File: config.mk
export PLATFORM = sky130hd
export DESIGN_NAME = masked_sbox_top
export DESIGN_NICKNAME = d
export VERILOG_FILES = /design/src/rtl/sbox_pkg.sv /design/src/rtl/sbox_stage1.sv /design/src/rtl/sbox_inv_hide.sv /design/src/rtl/sbox_stage3.sv /design/src/rtl/masked_sbox_top.sv
export SDC_FILE = /design/constraint.sdc
export NUM_CORES = 1
export LEC_CHECK = 0
export CORE_UTILIZATION = 60
export CTS_CLUSTER_SIZE = 28
export DETAILED_ROUTE_END_ITERATION = 8
export PLACE_DENSITY = 0.84
export SETUP_SLACK_MARGIN = 0.05
export SLEW_MARGIN = 10
export SYNTH_ARGS = -nofsm -noshare
export SYNTH_HDL_FRONTEND = slang
export SYNTH_SLANG_ARGS = --single-unit
File: constraint.sdc
create_clock -name clk_i -period 5 [get_ports clk_i]
set_clock_uncertainty 0.15 [all_clocks]
set_input_delay 1.5 -clock clk_i [delete_from_list [all_inputs] [get_ports clk_i]]
set_output_delay 1.5 -clock clk_i [all_outputs]
set_load 0.02 [all_outputs]
File: src/rtl/sbox_pkg.sv
package sbox_pkg;
  localparam int BYTE_W = 8;
  localparam int NIB_W  = BYTE_W / 2;
  localparam int SUB_W  = NIB_W / 2;
  localparam int CODE_W = NIB_W + 3;  // word, flag, two fill bits
  localparam logic [BYTE_W-1:0] AFF_C = 8'h63;
  localparam logic [SUB_W-1:0]  N_GF4 = 2'b10;   // z^2 + z + w
  localparam logic [NIB_W-1:0]  NU    = 4'b1000; // y^2 + y + w*z

  function automatic logic [SUB_W-1:0] mul4(logic [SUB_W-1:0] a, logic [SUB_W-1:0] b);
    logic hh;
    hh = a[1] & b[1];
    return {hh ^ (a[1] & b[0]) ^ (a[0] & b[1]), hh ^ (a[0] & b[0])};
  endfunction

  function automatic logic [SUB_W-1:0] sq4(logic [SUB_W-1:0] a);
    return {a[1], a[1] ^ a[0]};
  endfunction

  function automatic logic [NIB_W-1:0] mul16(logic [NIB_W-1:0] a, logic [NIB_W-1:0] b);
    logic [SUB_W-1:0] hh;
    hh = mul4(a[3:2], b[3:2]);
    return {hh ^ mul4(a[3:2], b[1:0]) ^ mul4(a[1:0], b[3:2]),
            mul4(hh, N_GF4) ^ mul4(a[1:0], b[1:0])};
  endfunction

  function automatic logic [NIB_W-1:0] sq16(logic [NIB_W-1:0] a);
    return mul16(a, a);
  endfunction

  function automatic logic [NIB_W-1:0] inv16(logic [NIB_W-1:0] a);
    logic [SUB_W-1:0] d, di;
    d  = mul4(sq4(a[3:2]), N_GF4) ^ mul4(a[3:2], a[1:0]) ^ sq4(a[1:0]);
    di = sq4(d);
    return {mul4(a[3:2], di), mul4(a[3:2] ^ a[1:0], di)};
  endfunction

  function automatic logic [BYTE_W-1:0] lin_map(logic [BYTE_W*BYTE_W-1:0] m, logic [BYTE_W-1:0] v);
    logic [BYTE_W-1:0] r;
    r = '0;
    for (int k = 0; k < BYTE_W; k++) if (v[k]) r ^= m[k*BYTE_W +: BYTE_W];
    return r;
  endfunction

  function automatic logic [BYTE_W-1:0] affine_lin(logic [BYTE_W-1:0] b);
    logic [BYTE_W-1:0] r;
    r = b;
    for (int n = 1; n <= 4; n++) r ^= (b << n) | (b >> (BYTE_W - n));
    return r;
  endfunction

  function automatic logic [BYTE_W-1:0] aes_mul(logic [BYTE_W-1:0] a, logic [BYTE_W-1:0] b);
    logic [BYTE_W-1:0] p, x;
    p = '0;
    x = a;
    for (int i = 0; i < BYTE_W; i++) begin
      if (b[i]) p ^= x;
      x = {x[6:0], 1'b0} ^ (x[7] ? 8'h1B : 8'h00);
    end
    return p;
  endfunction

  function automatic logic [BYTE_W-1:0] find_root(logic [BYTE_W-1:0] c);
    logic [BYTE_W-1:0] r;
    logic found;
    r = '0;
    found = 1'b0;
    for (int v = 2; v < 256; v++)
      if (!found && ((aes_mul(8'(v), 8'(v)) ^ 8'(v)) == c)) begin
        r = 8'(v);
        found = 1'b1;
      end
    return r;
  endfunction

  // tower element bit k -> image of basis product in the AES field
  function automatic logic [BYTE_W*BYTE_W-1:0] build_t2a();
    logic [BYTE_W-1:0] aw, az, ay, awz;
    aw  = find_root(8'h01);
    az  = find_root(aw);
    awz = aes_mul(aw, az);
    ay  = find_root(awz);
    return {aes_mul(awz, ay), aes_mul(az, ay), aes_mul(aw, ay), ay,
            awz, az, aw, 8'h01};
  endfunction

  function automatic logic [BYTE_W*BYTE_W-1:0] build_a2t(logic [BYTE_W*BYTE_W-1:0] fwd);
    logic [BYTE_W*BYTE_W-1:0] m;
    m = '0;
    for (int i = 0; i < BYTE_W; i++)
      for (int t = 0; t < 256; t++)
        if (lin_map(fwd, 8'(t)) == (8'h01 << i)) m[i*BYTE_W +: BYTE_W] = 8'(t);
    return m;
  endfunction

  localparam logic [BYTE_W*BYTE_W-1:0] T2A = build_t2a();
  localparam logic [BYTE_W*BYTE_W-1:0] A2T = build_a2t(T2A);
endpackage

File: src/rtl/sbox_stage1.sv
module sbox_stage1
  import sbox_pkg::*;
(
  input  logic              clk_i,
  input  logic              rst_ni,
  input  logic              eval_i,
  input  logic [BYTE_W-1:0] data_i,
  input  logic [BYTE_W-1:0] mask_i,
  input  logic [NIB_W-1:0]  q_i,
  input  logic [SUB_W-1:0]  r_i,
  output logic [NIB_W-1:0]  h1_o,
  output logic [NIB_W-1:0]  h2_o,
  output logic [NIB_W-1:0]  ahm_o,
  output logic [NIB_W-1:0]  alm_o,
  output logic [NIB_W-1:0]  am10_o,
  output logic [NIB_W-1:0]  am01_o,
  output logic [NIB_W-1:0]  m01_o,
  output logic [BYTE_W-1:0] mt_o
);
  logic [BYTE_W-1:0] at, mt;
  logic [NIB_W-1:0]  qq, am10, am01, m01, h1, h2;

  always_comb begin
    at   = lin_map(A2T, data_i);
    mt   = lin_map(A2T, mask_i);
    qq   = q_i ^ {{(NIB_W-SUB_W){1'b0}}, r_i};
    am10 = mul16(at[7:4], mt[3:0]);
    am01 = mul16(mt[7:4], at[3:0]);
    m01  = mul16(mt[7:4], mt[3:0]);
    // serial chains, auxiliary mask first
    h1 = qq;
    h1 = h1 ^ mul16(sq16(at[7:4]), NU);
    h1 = h1 ^ sq16(at[3:0]);
    h1 = h1 ^ mul16(at[7:4], at[3:0]);
    h1 = h1 ^ am10;
    h1 = h1 ^ am01;
    h2 = qq;
    h2 = h2 ^ mul16(sq16(mt[7:4]), NU);
    h2 = h2 ^ sq16(mt[3:0]);
    h2 = h2 ^ m01;
  end

  assign h1_o   = eval_i ? h1 : '0;
  assign h2_o   = eval_i ? h2 : '0;
  assign ahm_o  = eval_i ? at[7:4] : '0;
  assign alm_o  = eval_i ? at[3:0] : '0;
  assign am10_o = eval_i ? am10 : '0;
  assign am01_o = eval_i ? am01 : '0;
  assign m01_o  = eval_i ? m01 : '0;
  assign mt_o   = eval_i ? mt : '0;

  a_r6_precharge_zero: assert property (@(posedge clk_i) disable iff (!rst_ni)
    !eval_i |-> (h1_o == '0 && h2_o == '0 && mt_o == '0));
endmodule

File: src/rtl/sbox_inv_hide.sv
module sbox_inv_hide
  import sbox_pkg::*;
(
  input  logic              clk_i,
  input  logic              rst_ni,
  input  logic              eval_i,
  input  logic [NIB_W-1:0]  value_i,
  output logic [CODE_W-1:0] code_o
);
  logic [NIB_W-1:0] inv, word;
  logic             flag;
  logic [1:0]       fill;
  int               hw;

  always_comb begin
    inv  = inv16(value_i);
    hw   = $countones(inv);
    flag = hw > 2;
    word = flag ? ~inv : inv;
    unique case ($countones({flag, word}))
      0:       fill = 2'b11;
      1:       fill = 2'b01;
      default: fill = 2'b00;
    endcase
  end

  assign code_o = eval_i ? {fill, flag, word} : '0;

  a_r1_code_weight: assert property (@(posedge clk_i) disable iff (!rst_ni)
    eval_i |-> $countones(code_o) == 2);
  a_r1_inverse: assert property (@(posedge clk_i) disable iff (!rst_ni)
    (eval_i && value_i != '0) |->
      mul16(code_o[3:0] ^ {NIB_W{code_o[4]}}, value_i) == 4'h1);
  a_r6_inv_precharge: assert property (@(posedge clk_i) disable iff (!rst_ni)
    !eval_i |-> code_o == '0);
endmodule

File: src/rtl/sbox_stage3.sv
module sbox_stage3
  import sbox_pkg::*;
(
  input  logic              eval_i,
  input  logic [CODE_W-1:0] code_i,
  input  logic [NIB_W-1:0]  ahm_i,
  input  logic [NIB_W-1:0]  alm_i,
  input  logic [NIB_W-1:0]  am10_i,
  input  logic [NIB_W-1:0]  am01_i,
  input  logic [NIB_W-1:0]  m01_i,
  input  logic [BYTE_W-1:0] mt_i,
  input  logic [BYTE_W-1:0] mf_i,
  output logic [BYTE_W-1:0] data_o,
  output logic [BYTE_W-1:0] mask_o
);
  logic [NIB_W-1:0]  d, d0, d1, bh, bl;
  logic [BYTE_W-1:0] dat, msk;

  always_comb begin
    d  = code_i[3:0] ^ {NIB_W{code_i[4]}};
    d0 = mt_i[3:0] ^ d;   // remask, both halves in parallel
    d1 = mt_i[7:4] ^ d;
    bh = mf_i[7:4];
    bh = bh ^ mul16(ahm_i, d0);
    bh = bh ^ mul16(mt_i[7:4], d0);
    bh = bh ^ am10_i;
    bh = bh ^ m01_i;
    bl = mf_i[3:0];
    bl = bl ^ bh;
    bl = bl ^ mf_i[7:4];
    bl = bl ^ mul16(alm_i, d1);
    bl = bl ^ mul16(mt_i[3:0], d1);
    bl = bl ^ am01_i;
    bl = bl ^ m01_i;
    dat = affine_lin(lin_map(T2A, {bh, bl})) ^ AFF_C;
    msk = affine_lin(lin_map(T2A, mf_i));
  end

  assign data_o = eval_i ? dat : '0;
  assign mask_o = eval_i ? msk : '0;
endmodule

File: src/rtl/masked_sbox_top.sv
module masked_sbox_top
  import sbox_pkg::*;
(
  input  logic              clk_i,
  input  logic              rst_ni,
  input  logic              in_valid_i,
  output logic              ready_o,
  input  logic [BYTE_W-1:0] data_i,
  input  logic [BYTE_W-1:0] mask_i,
  input  logic [NIB_W-1:0]  q_i,
  input  logic [SUB_W-1:0]  r_i,
  input  logic [BYTE_W-1:0] rnd_i,
  output logic              valid_o,
  output logic [BYTE_W-1:0] data_o,
  output logic [BYTE_W-1:0] mask_o
);
  logic phase_q, accept, v1_q, v2_q;
  logic [NIB_W-1:0]  s1_h1, s1_h2, s1_ahm, s1_alm, s1_am10, s1_am01, s1_m01;
  logic [BYTE_W-1:0] s1_mt;
  logic [NIB_W-1:0]  r1_h1, r1_h2;
  logic [BYTE_W-1:0] r1_mt, r1_mf, r2_mt, r2_mf;
  logic [NIB_W-1:0]  rc_ahm, rc_alm, rc_am10, rc_am01, rc_m01;
  logic [CODE_W-1:0] s2_code, r2_code;

  assign ready_o = phase_q;
  assign accept  = in_valid_i & phase_q;
  assign valid_o = v2_q & phase_q;

  always_ff @(posedge clk_i or negedge rst_ni)
    if (!rst_ni) phase_q <= 1'b0;
    else         phase_q <= ~phase_q;

  sbox_stage1 u_s1 (
    .clk_i, .rst_ni, .eval_i(phase_q), .data_i, .mask_i, .q_i, .r_i,
    .h1_o(s1_h1), .h2_o(s1_h2), .ahm_o(s1_ahm), .alm_o(s1_alm),
    .am10_o(s1_am10), .am01_o(s1_am01), .m01_o(s1_m01), .mt_o(s1_mt)
  );

  // R1 and the shared-term group, loaded once per operation
  always_ff @(posedge clk_i or negedge rst_ni)
    if (!rst_ni) begin
      v1_q <= 1'b0;
      r1_h1 <= '0; r1_h2 <= '0; r1_mt <= '0; r1_mf <= '0;
      rc_ahm <= '0; rc_alm <= '0; rc_am10 <= '0; rc_am01 <= '0; rc_m01 <= '0;
    end else if (phase_q) begin
      v1_q <= accept;
      if (accept) begin
        r1_h1 <= s1_h1; r1_h2 <= s1_h2; r1_mt <= s1_mt; r1_mf <= rnd_i;
        rc_ahm <= s1_ahm; rc_alm <= s1_alm;
        rc_am10 <= s1_am10; rc_am01 <= s1_am01; rc_m01 <= s1_m01;
      end
    end

  sbox_inv_hide u_inv (
    .clk_i, .rst_ni, .eval_i(~phase_q), .value_i(r1_h1 ^ r1_h2), .code_o(s2_code)
  );


  always_ff @(posedge clk_i or negedge rst_ni)
    if (!rst_ni) begin
      v2_q <= 1'b0; r2_code <= '0; r2_mt <= '0; r2_mf <= '0;
    end else if (!phase_q) begin
      v2_q <= v1_q;
      if (v1_q) begin
        r2_code <= s2_code; r2_mt <= r1_mt; r2_mf <= r1_mf;
      end
    end

  sbox_stage3 u_s3 (
    .eval_i(valid_o), .code_i(r2_code), .ahm_i(rc_ahm), .alm_i(rc_alm),
    .am10_i(rc_am10), .am01_i(rc_am01), .m01_i(rc_m01),
    .mt_i(r2_mt), .mf_i(r2_mf), .data_o, .mask_o
  );

  a_r3_ready_drops: assert property (@(posedge clk_i) disable iff (!rst_ni)
    ready_o |=> !ready_o);
  a_r3_ready_rises: assert property (@(posedge clk_i) disable iff (!rst_ni)
    !ready_o |=> ready_o);
  a_r4_latency: assert property (@(posedge clk_i) disable iff (!rst_ni)
    valid_o |-> $past(in_valid_i && ready_o, 2));
  a_r4_single: assert property (@(posedge clk_i) disable iff (!rst_ni)
    valid_o |=> !valid_o);
  a_r6_idle_zero: assert property (@(posedge clk_i) disable iff (!rst_ni)
    !valid_o |-> (data_o == '0 && mask_o == '0));
endmodule

==> results of run 1 <==
-- worst register-to-register path, delay by kind of cell (launching register included) --
family,cells,cell delay (ns)
flip-flops,1,0.39
AND/OR/NAND/NOR,1,0.12
buffers and inverters,1,0.19
AO/OA/AOI/OAI,4,0.82
XOR/XNOR,4,1.38
adder cells (fa/ha/maj),4,1.25
-- state kept, by name, summed over array words and instances, names as in the netlist, 5 cells and up --
name and count:
r1_mf 8, r1_mt 8, r2_mf 8, r2_mt 8, r2_code 5
-- how the worst min path moves through the flow --
| stage | endpoint | slack (ns) | cells after the start | start |
|---|---|---|---|---|
| after global routing | r2_mf[3] | 0.35 | 2 | r1_mf[3] |
| after detailed placement | r2_mf[4] | 0.30 | 2 | r1_mf[4] |
| after floorplan | r2_mf[0] | 0.28 | 2 | r1_mf[0] |
| final | r2_mf[4] | 0.31 | 2 | r1_mf[4] |
| after CTS | r2_mf[4] | 0.31 | 2 | r1_mf[4] |
| after global placement | r2_mt[0] | 0.30 | 2 | r1_mt[0] |
-- per-layer routing --
metal / GRT usage (%) / up-vias / wire [um]
met3: 3.31 / 47 / 796
met5: 0 / - / 0
met4: 13.2 / 0 / 643
met1: 37.6 / 2688 / 6700
met2: 53.9 / 209 / 8400
li1: - / 2692 / -
-- layout by cell type, fill, tap and decap left out, types with 7 or more instances in the layout --
cell / synthesis / final
dfrtp_1: 68 / 64
clkdlybuf4s50_1: 0 / 41
nor2b_1: 7 / 7
a21oi_1: 25 / 24
xnor2_1: 128 / 121
nand3_1: 12 / 12
xnor2_2: 2 / 8
nor2_1: 54 / 52
clkbuf_8: 0 / 10
buf_4: 1 / 84
xnor3_1: 26 / 24
nor3_1: 12 / 12
nand2_1: 123 / 122
mux2i_1: 14 / 13
xor2_1: 48 / 44
o21ai_0: 66 / 66
mux2_2: 12 / 12
-- stage by stage --
| stage | utilization (%) | instance area, sq um | setup TNS, ns | setup WS [ns] |
|---|---|---|---|---|
| 2_1_floorplan | - | 6480 | 0 | 0.106 |
| 3_3_place_gp | 72.5 | 7550 | -0.747 | -0.289 |
| 3_5_place_dp | 72.5 | 7550 | -1.00 | -0.393 |
| 4_1_cts | 75.5 | 7860 | 0 | 0.0505 |
| 5_1_grt | 76.8 | 8000 | -0.396 | -0.121 |
| 6_report | 76.8 | 8000 | -0.0149 | -0.0123 |
-- logic make-up (layout without fill, tap and decap cells) --
| logic type | after synthesis | in the layout | share of synthesized area [%] |
|---|---|---|---|
| fa+ha+maj | 7 | 7 | 1.43 |
| xor+xnor | 213 | 213 | 36.6 |
| compound gates | 137 | 137 | 12.6 |
| simple gates | 234 | 234 | 15.7 |
| flops | 68 | 68 | 26.3 |
| buf+inv | 54 | 157 | 3.24 |
| mux | 26 | 26 | 4.25 |
-- cell type report --
type	instances	area share, %
Inverter	6	0.282
Clock buffer	10	1.72
Timing Repair Buffer	136	14.4
Tap cell	136	2.13
Sequential cell	68	21.3
Clock inverter	5	0.767
Multi-Input combinational cell	617	59.4
-- timing repair --
item                       4_1_cts  5_1_grt
resized for setup               40       28
pin swaps                       15       12
setup endpoints to repair        7        9
buffers inserted                 4        3
==> impl_metrics.yaml, run 1 <==
die:
  row_count: 37
  coreArea_sq_um: 10400
  fp.dieH_um: 106
  die_area_sq_um: 11200
  die_x_um: 106
  pin_count: 51
  start_util_pct: 62.2
clock_network:
  clockBufferDepth: 2
  clk_latency_ns: 0.35
  numCtsBuffers: 9
  cts_sinks: 68
  cts_tree: "built"
  cts_hold_buffers: 0
  h-tree-depth: 3
  cts-root-buf: "clkbuf_8"
  path_clk_slew_ns: 0.08
critical_path:
  crit_type: "register to primary output"
  cpLargestDelayFamily: "XOR/XNOR gates"
  r2r_cells: 14
  path_cells: "xnor2_2 -> buf_4 -> buf_12 -> xor2_4 -> a2111oi_4 -> xnor3_1 -> xnor3_2 -> xnor3_2 -> buf_6 -> xnor2_2 -> nor2_1 -> buf_4"
  cp-start-kind: "register"
  arrival_ns: 3.36
  crit_end: "data_o[0]"
  r2r_setup_slack_ns: 0.54
  crit_buf_inv: 4
  cp-startpoint: "r2_code[2]"
  cp.required_ns: 3.35
  reg2reg_from: "r1_h2[2]"
  cpPeakStageDelay_ns: 0.46
  cp_num_cells: 12
  slowest_stage: "xnor3_1"
  crit_path_end_kind: "primary output"
  critPathMaxFanout: 3
  r2r_end: "r2_code[2]"
placement:
  place_congestion: 0.954
  io_buffers: 50
  dp_cells: 956
  dp_hpwl_um: 12300
yosys:
  ys_ff_latch: 68
  syn-num-nets: 778
  synth_area_leaders: "dfrtp_1 26%, xnor2_1 17%, xnor3_1 9.0%"
  yosys_warnings: 0
  synth_commonest_cells: "128 x xnor2_1, 123 x nand2_1, 68 x dfrtp_1, 66 x o21ai_0, 54 x nor2_1"
  yosysSeqAreaShare_pct: 26.3
  synth_edf_count: 0
  synth.most_common_cell: "xnor2_1"
  yosysTopAreaCell: "dfrtp_1"
  async_flop_share_pct: 100
  synth-main-ff-cell: "dfrtp_1"
  postSynthCellCount: 739
  avgSynthCellArea_sq_um: 8.77
  ys_types: 55
  synth_top_area_share_pct: 26.3
  syn_area_sq_um: 6480
job:
  cap_violations: 0
global_route:
  antenna_found_initial: 0
  grt_max_degree: 72
  gr-total-overflow: 0
  grt_use_total_pct: 30.4
  grt_pass1_vias: 5596
  grt_first_pass_wirelength_um: 26800
finish:
  syn2layout_area_growth_pct: 23.4
  drive_above_1_share_pct: 19.1
  multi_input_area_sq_um: 4750
  ff_latch_area_sq_um: 1710
  layout.cells.non_filler: 978
  fillers: 698
  num_antenna_cells: 0
  nets: 877
detailed_routing:
  vias_per_cell: 5.76
  drt_iter0_drc: 441
  wl_per_cell_um: 16.9
  vias: 5636
  drc: 0
  wirelength_um: 16500
  dr.pass1.iters: 5
  detail-route-antenna-nets: 0
sta:
  relSlewSlack_pct: 25.7
  hold_ws_ns: 0.314
  fin_ws_ns: -0.0123
  rsz0062_at_grt: "yes"
  drv_slew: 0
  fin_crit_sh_pct: 100
  fmax_ghz: 0.200
  tightestPinTransition_ns: 1.11
  setup_violations: 2
  hold_viol: 0
  min_period_ns: 5.01
min_path:
  hp-class: "register to register"
outcome:
  outcome: "finished with violations"
  violations: "negative setup slack"
Power of run 1 is left out: the tool's default activity adds up to more than one toggle a clock period on the data nets, which glitch-free logic cannot reach.
==> inputs of run 2 (changes only) <==
- CAP_MARGIN: unset -> 20
- REMOVE_ABC_BUFFERS: unset -> 1
- clock period: 5 -> 5.7 ns (I/O delays scaled with it)
==> run 2 against run 1 <==
Compared with the run above: critical endpoint is now data_o[3]; die area stayed put; worst setup slack better by 0.17 ns; the flow now finishes without violations; routed wire length is 2.4% lower; via count is 3.7% lower; design area is 5.9% lower; global-route usage is 0.76 points lower; critical path depth is 2 lower; core utilization is 4.6 points lower.
==> impl_metrics.yaml, run 2 (synthesis results as in run 1) <==
detailed_routing:
  drt_iter0_drc: 462
  drc: 0
  met1Wirelength_um: 6630
  wl_per_cell_um: 17.3
  wl_met2_um: 8270
  vias: 5425
  top_layer: "met4"
  dr_wl_met3_um: 821
  vias_per_cell: 5.83
  wirelength_um: 16100
  detail-route-antenna-nets: 0
  dr.pass1.iters: 5
critical_path:
  r2r_end: "r2_code[2]"
  cp-start-kind: "register"
  critPathMaxFanout: 13
  cp.required_ns: 3.84
  crit_type: "register to primary output"
  reg2reg_from: "r1_h1[2]"
  r2r_cells: 14
  arrival_ns: 3.68
  crit_path_end_kind: "primary output"
  r2r_setup_slack_ns: 1.14
clock_network:
  clockBufferDepth: 2
  h-tree-depth: 3
  numCtsBuffers: 9
  cts-root-buf: "clkbuf_8"
  path_clk_slew_ns: 0.08
  clk_latency_ns: 0.35
  cts_sinks: 68
  cts_tree: "built"
  cts_hold_buffers: 0
finish:
  syn2layout_area_growth_pct: 16.0
  num_antenna_cells: 0
  final_common_cell: "xnor2_1"
  drive_above_1_share_pct: 11.9
  nets: 829
  final_cell_mix: "126 x xnor2_1, 122 x nand2_1, 66 x o21ai_0"
sta:
  tightestPinTransition_ns: 1.02
  fin_tns_setup_ns: 0
  fin_crit_sh_pct: 97.2
  setup_violations: 0
  relSlewSlack_pct: 31.6
  drv_slew: 0
  fmax_ghz: 0.180
  hold_viol: 0
  rsz0062_at_grt: "no"
  min_period_ns: 5.54
global_route:
  grt_first_pass_wirelength_um: 26200
  antenna_found_initial: 0
  grt_pass1_vias: 5381
  grt_max_degree: 52
  grt_use_total_pct: 29.7
  gr-total-overflow: 0
placement:
  dp_hpwl_um: 12200
  place_congestion: 0.941
  io_buffers: 50
outcome:
  outcome: "finished clean"
min_path:
  min_from: "r1_mf[7]"
  whs_endpoint: "r2_mf[7]"
  hp-class: "register to register"
  hold_depth: 2
die:
  die_area_sq_um: 11200
  coreArea_sq_um: 10400
  pin_count: 51
  start_util_pct: 62.2
  row_count: 37
  die_x_um: 106
  fp.dieH_um: 106
job:
  cap_violations: 0
## run 2: changes by cell type in the layout (fill, tap and decap cells not counted), moves of 3 or more
| cell | previous run | this run |
|---|---|---|
| buf_4 | 84 | 38 |
| buf_6 | 5 | 0 |
| clkdlybuf4s50_1 | 41 | 44 |
| xnor2_1 | 121 | 126 |
| xnor2_2 | 8 | 3 |
| xor2_1 | 44 | 48 |
## run 2: area by class of cell
| cell class | instances | area, sq um |
|---|---|---|
| inverters | 6 | 22.5 |
| clock inverters | 7 | 82.6 |
| fillers | 753 | 2900 |
| multi-input cells | 617 | 4630 |
| well taps | 136 | 170 |
| repair buffers | 88 | 787 |
| clock buffers | 9 | 124 |
| flip-flops and latches | 68 | 1710 |
## run 2: how the worst max path moves through the flow
stage | start | slack (ns) | end
3_5_place_dp | r2_code[4] | 0.02 | data_o[2]
6_report | r2_code[4] | 0.16 | data_o[3]
5_1_grt | r2_code[0] | 0.03 | data_o[3]
2_1_floorplan | r2_code[4] | 0.24 | data_o[2]
3_3_place_gp | r2_code[4] | 0.12 | data_o[4]
4_1_cts | r2_code[4] | 0.05 | data_o[2]
## run 2: worst max-delay path, stage by stage, from the launching register on
cell and delay (ns):
dfrtp_2 0.44, buf_4 0.19, xor3_1 0.42, and3_1 0.22
a211oi_1 0.27, xnor2_1 0.21, xnor3_1 0.39, xor2_1 0.19
and2_1 0.19, nor3_1 0.17, clkdlybuf4s50_1 0.64
## run 2: metrics by stage
stage	worst slack (ns)	cell area (sq um)	hold slack, ns	std cells	utilization, %
after floorplan	0.236	6290	0.283	691	-
after global placement	0.117	7200	0.299	909	69.1
after detailed placement	0.0222	7200	0.303	909	69.1
after CTS	0.0458	7440	0.323	925	71.4
after global routing	0.0312	7520	0.344	931	72.2
final	0.159	7520	0.329	931	72.2
## run 2: what timing repair did
action,4_1_cts,5_1_grt
setup buffers,0,5
setup endpoints to repair,7,6
cloned,0,0
hold endpoints to repair,0,0
pin swaps,0,6
gates resized for setup,13,11
## run 2: per-layer routing
| layer | up-vias | GRT usage (%) |
|---|---|---|
| met2 | 201 | 53.0 |
| li1 | 2591 | - |
| met4 | 0 | 11.8 |
| met3 | 32 | 1.59 |
| met5 | - | 0 |
| met1 | 2601 | 37.7 |
Power of run 2 is left out for the same reason.
==> inputs of run 3 (changes only) <==
- HOLD_SLACK_MARGIN: unset -> 0.15
- SETUP_SLACK_MARGIN: 0.05 -> 0.1
==> run 3 against run 2 <==
Compared with the run above: highest routed layer unchanged; routed wire length fell by 0.29%; worst setup slack improved by 0.0048 ns; register-to-register slack got worse by 0.03 ns; global-route usage rose by 0.28 points; non-clock buffer count fell by 1; largest cell class unchanged; critical endpoint is now data_o[2]; core utilization barely moved; count of clock-buffer cells in the layout did not move; maximum frequency barely moved; design area barely moved.
==> impl_metrics.yaml, run 3 (synthesis results as in run 1) <==
sta:
  fmax_ghz: 0.181
  hold_ws_ns: 0.326
  fin_ws_ns: 0.164
  rsz0062_at_grt: "yes"
  fin_crit_sh_pct: 97.1
  setup_violations: 0
  tightestPinTransition_ns: 1.01
  fin_tns_setup_ns: 0
  hold_viol: 0
  relSlewSlack_pct: 32.1
  drv_slew: 0
  min_period_ns: 5.54
min_path:
  min_from: "r1_mt[5]"
  hold_depth: 2
  whs_endpoint: "r2_mt[5]"
  hp-class: "register to register"
detailed_routing:
  drt_iter0_drc: 455
  vias: 5405
  wl_per_cell_um: 17.3
  wirelength_um: 16100
  drc: 0
  dr.pass1.iters: 5
  detail-route-antenna-nets: 0
  vias_per_cell: 5.81
placement:
  dp_cells: 909
  io_buffers: 50
  place_congestion: 0.941
  dp_hpwl_um: 12200
  post-place-ws_ns: 0.0222
critical_path:
  slowest_stage: "dfrtp_1"
  crit_type: "register to primary output"
  r2r_end: "r2_code[2]"
  critPathMostFrequentCell: "xnor3_2"
  cpLargestDelayFamily: "XOR/XNOR gates"
  cpPeakStageDelay_ns: 0.49
  critPathMaxFanout: 6
  crit_buf_inv: 2
  cp-start-kind: "register"
  r2r_setup_slack_ns: 1.11
  r2r_cells: 14
  crit_path_end_kind: "primary output"
  cp.required_ns: 3.84
  path_cells: "xnor2_4 -> buf_4 -> mux2i_1 -> xor2_1 -> a22oi_1 -> xnor3_2 -> xnor3_2 -> xnor3_1 -> nor2_1 -> clkdlybuf4s15_1"
  arrival_ns: 3.68
  reg2reg_from: "r1_h2[2]"
finish:
  layout.cells.non_filler: 930
  final_common_cell: "xnor2_1"
  num_antenna_cells: 0
  final_cell_mix: "126 x xnor2_1, 122 x nand2_1, 66 x o21ai_0"
  nets: 828
  drive_above_1_share_pct: 12.0
  syn2layout_area_growth_pct: 15.9
global_route:
  grt_first_pass_wirelength_um: 26400
  grt_max_degree: 52
  antenna_found_initial: 0
  gr-total-overflow: 0
  grt_use_total_pct: 29.9
  grt_pass1_vias: 5396
clock_network:
  cts_sinks: 68
  clockBufferDepth: 2
  cts_tree: "built"
  path_clk_slew_ns: 0.08
  h-tree-depth: 3
  cts-root-buf: "clkbuf_8"
  clk_latency_ns: 0.35
  numCtsBuffers: 9
die:
  coreArea_sq_um: 10400
  die_x_um: 106
  pin_count: 51
  die_area_sq_um: 11200
  fp.dieH_um: 106
  start_util_pct: 62.2
  row_count: 37
outcome:
  outcome: "finished clean"
job:
  cap_violations: 0
[run 3: cell count changes in the layout (fill, tap and decap cells not counted), sizes merged]
cell | before | now
dlygate4sd2 | 1 | 2
buf | 39 | 38
clkdlybuf4s50 | 44 | 42
dlymetal6s2s | 2 | 3
[run 3: cell type report]
type                            instances  area (sq um)
Inverter                                6          22.5
Fill cell                             759          2900
Sequential cell                        68          1710
Clock inverter                          7          82.6
Tap cell                              136           170
Multi-Input combinational cell        617          4630
Timing Repair Buffer                   87           779
Clock buffer                            9           124
[run 3: worst max path at each step]
stage / from / to / slack, ns / cells after the start
after global routing: r2_mt[6] / data_o[2] / 0.03 / 10
after detailed placement: r2_code[4] / data_o[2] / 0.02 / 10
final: r2_mt[6] / data_o[2] / 0.16 / 10
after floorplan: r2_code[4] / data_o[2] / 0.24 / 8
after CTS: r2_mt[6] / data_o[2] / 0.02 / 9
after global placement: r2_code[4] / data_o[4] / 0.12 / 10
[run 3: layer usage]
metal | global-route usage (%) | part of all wire (%)
met5 | 0 | 0
met4 | 12.2 | 3.1
met3 | 2.21 | 5.2
met2 | 53.3 | 51
met1 | 37.7 | 40
[run 3: through the flow]
stage | area [sq um] | utilization, %
after floorplan | 6290 | -
after global placement | 7200 | 69.1
after detailed placement | 7200 | 69.1
after CTS | 7460 | 71.7
after global routing | 7510 | 72.1
final | 7510 | 72.1
[run 3: worst min-delay path: cells and delay by family (launching register included)]
kind	cells	cell delay, ns
and+or+nand+nor	2	0.10
DFF	1	0.35
[run 3: what timing repair did]
item | CTS | global route
resized for setup | 15 | 12
setup endpoints to repair | 7 | 5
hold buffers | 0 | 0
pin swaps | 1 | 3
buffers inserted | 2 | 2
Power of run 3 is left out for the same reason.
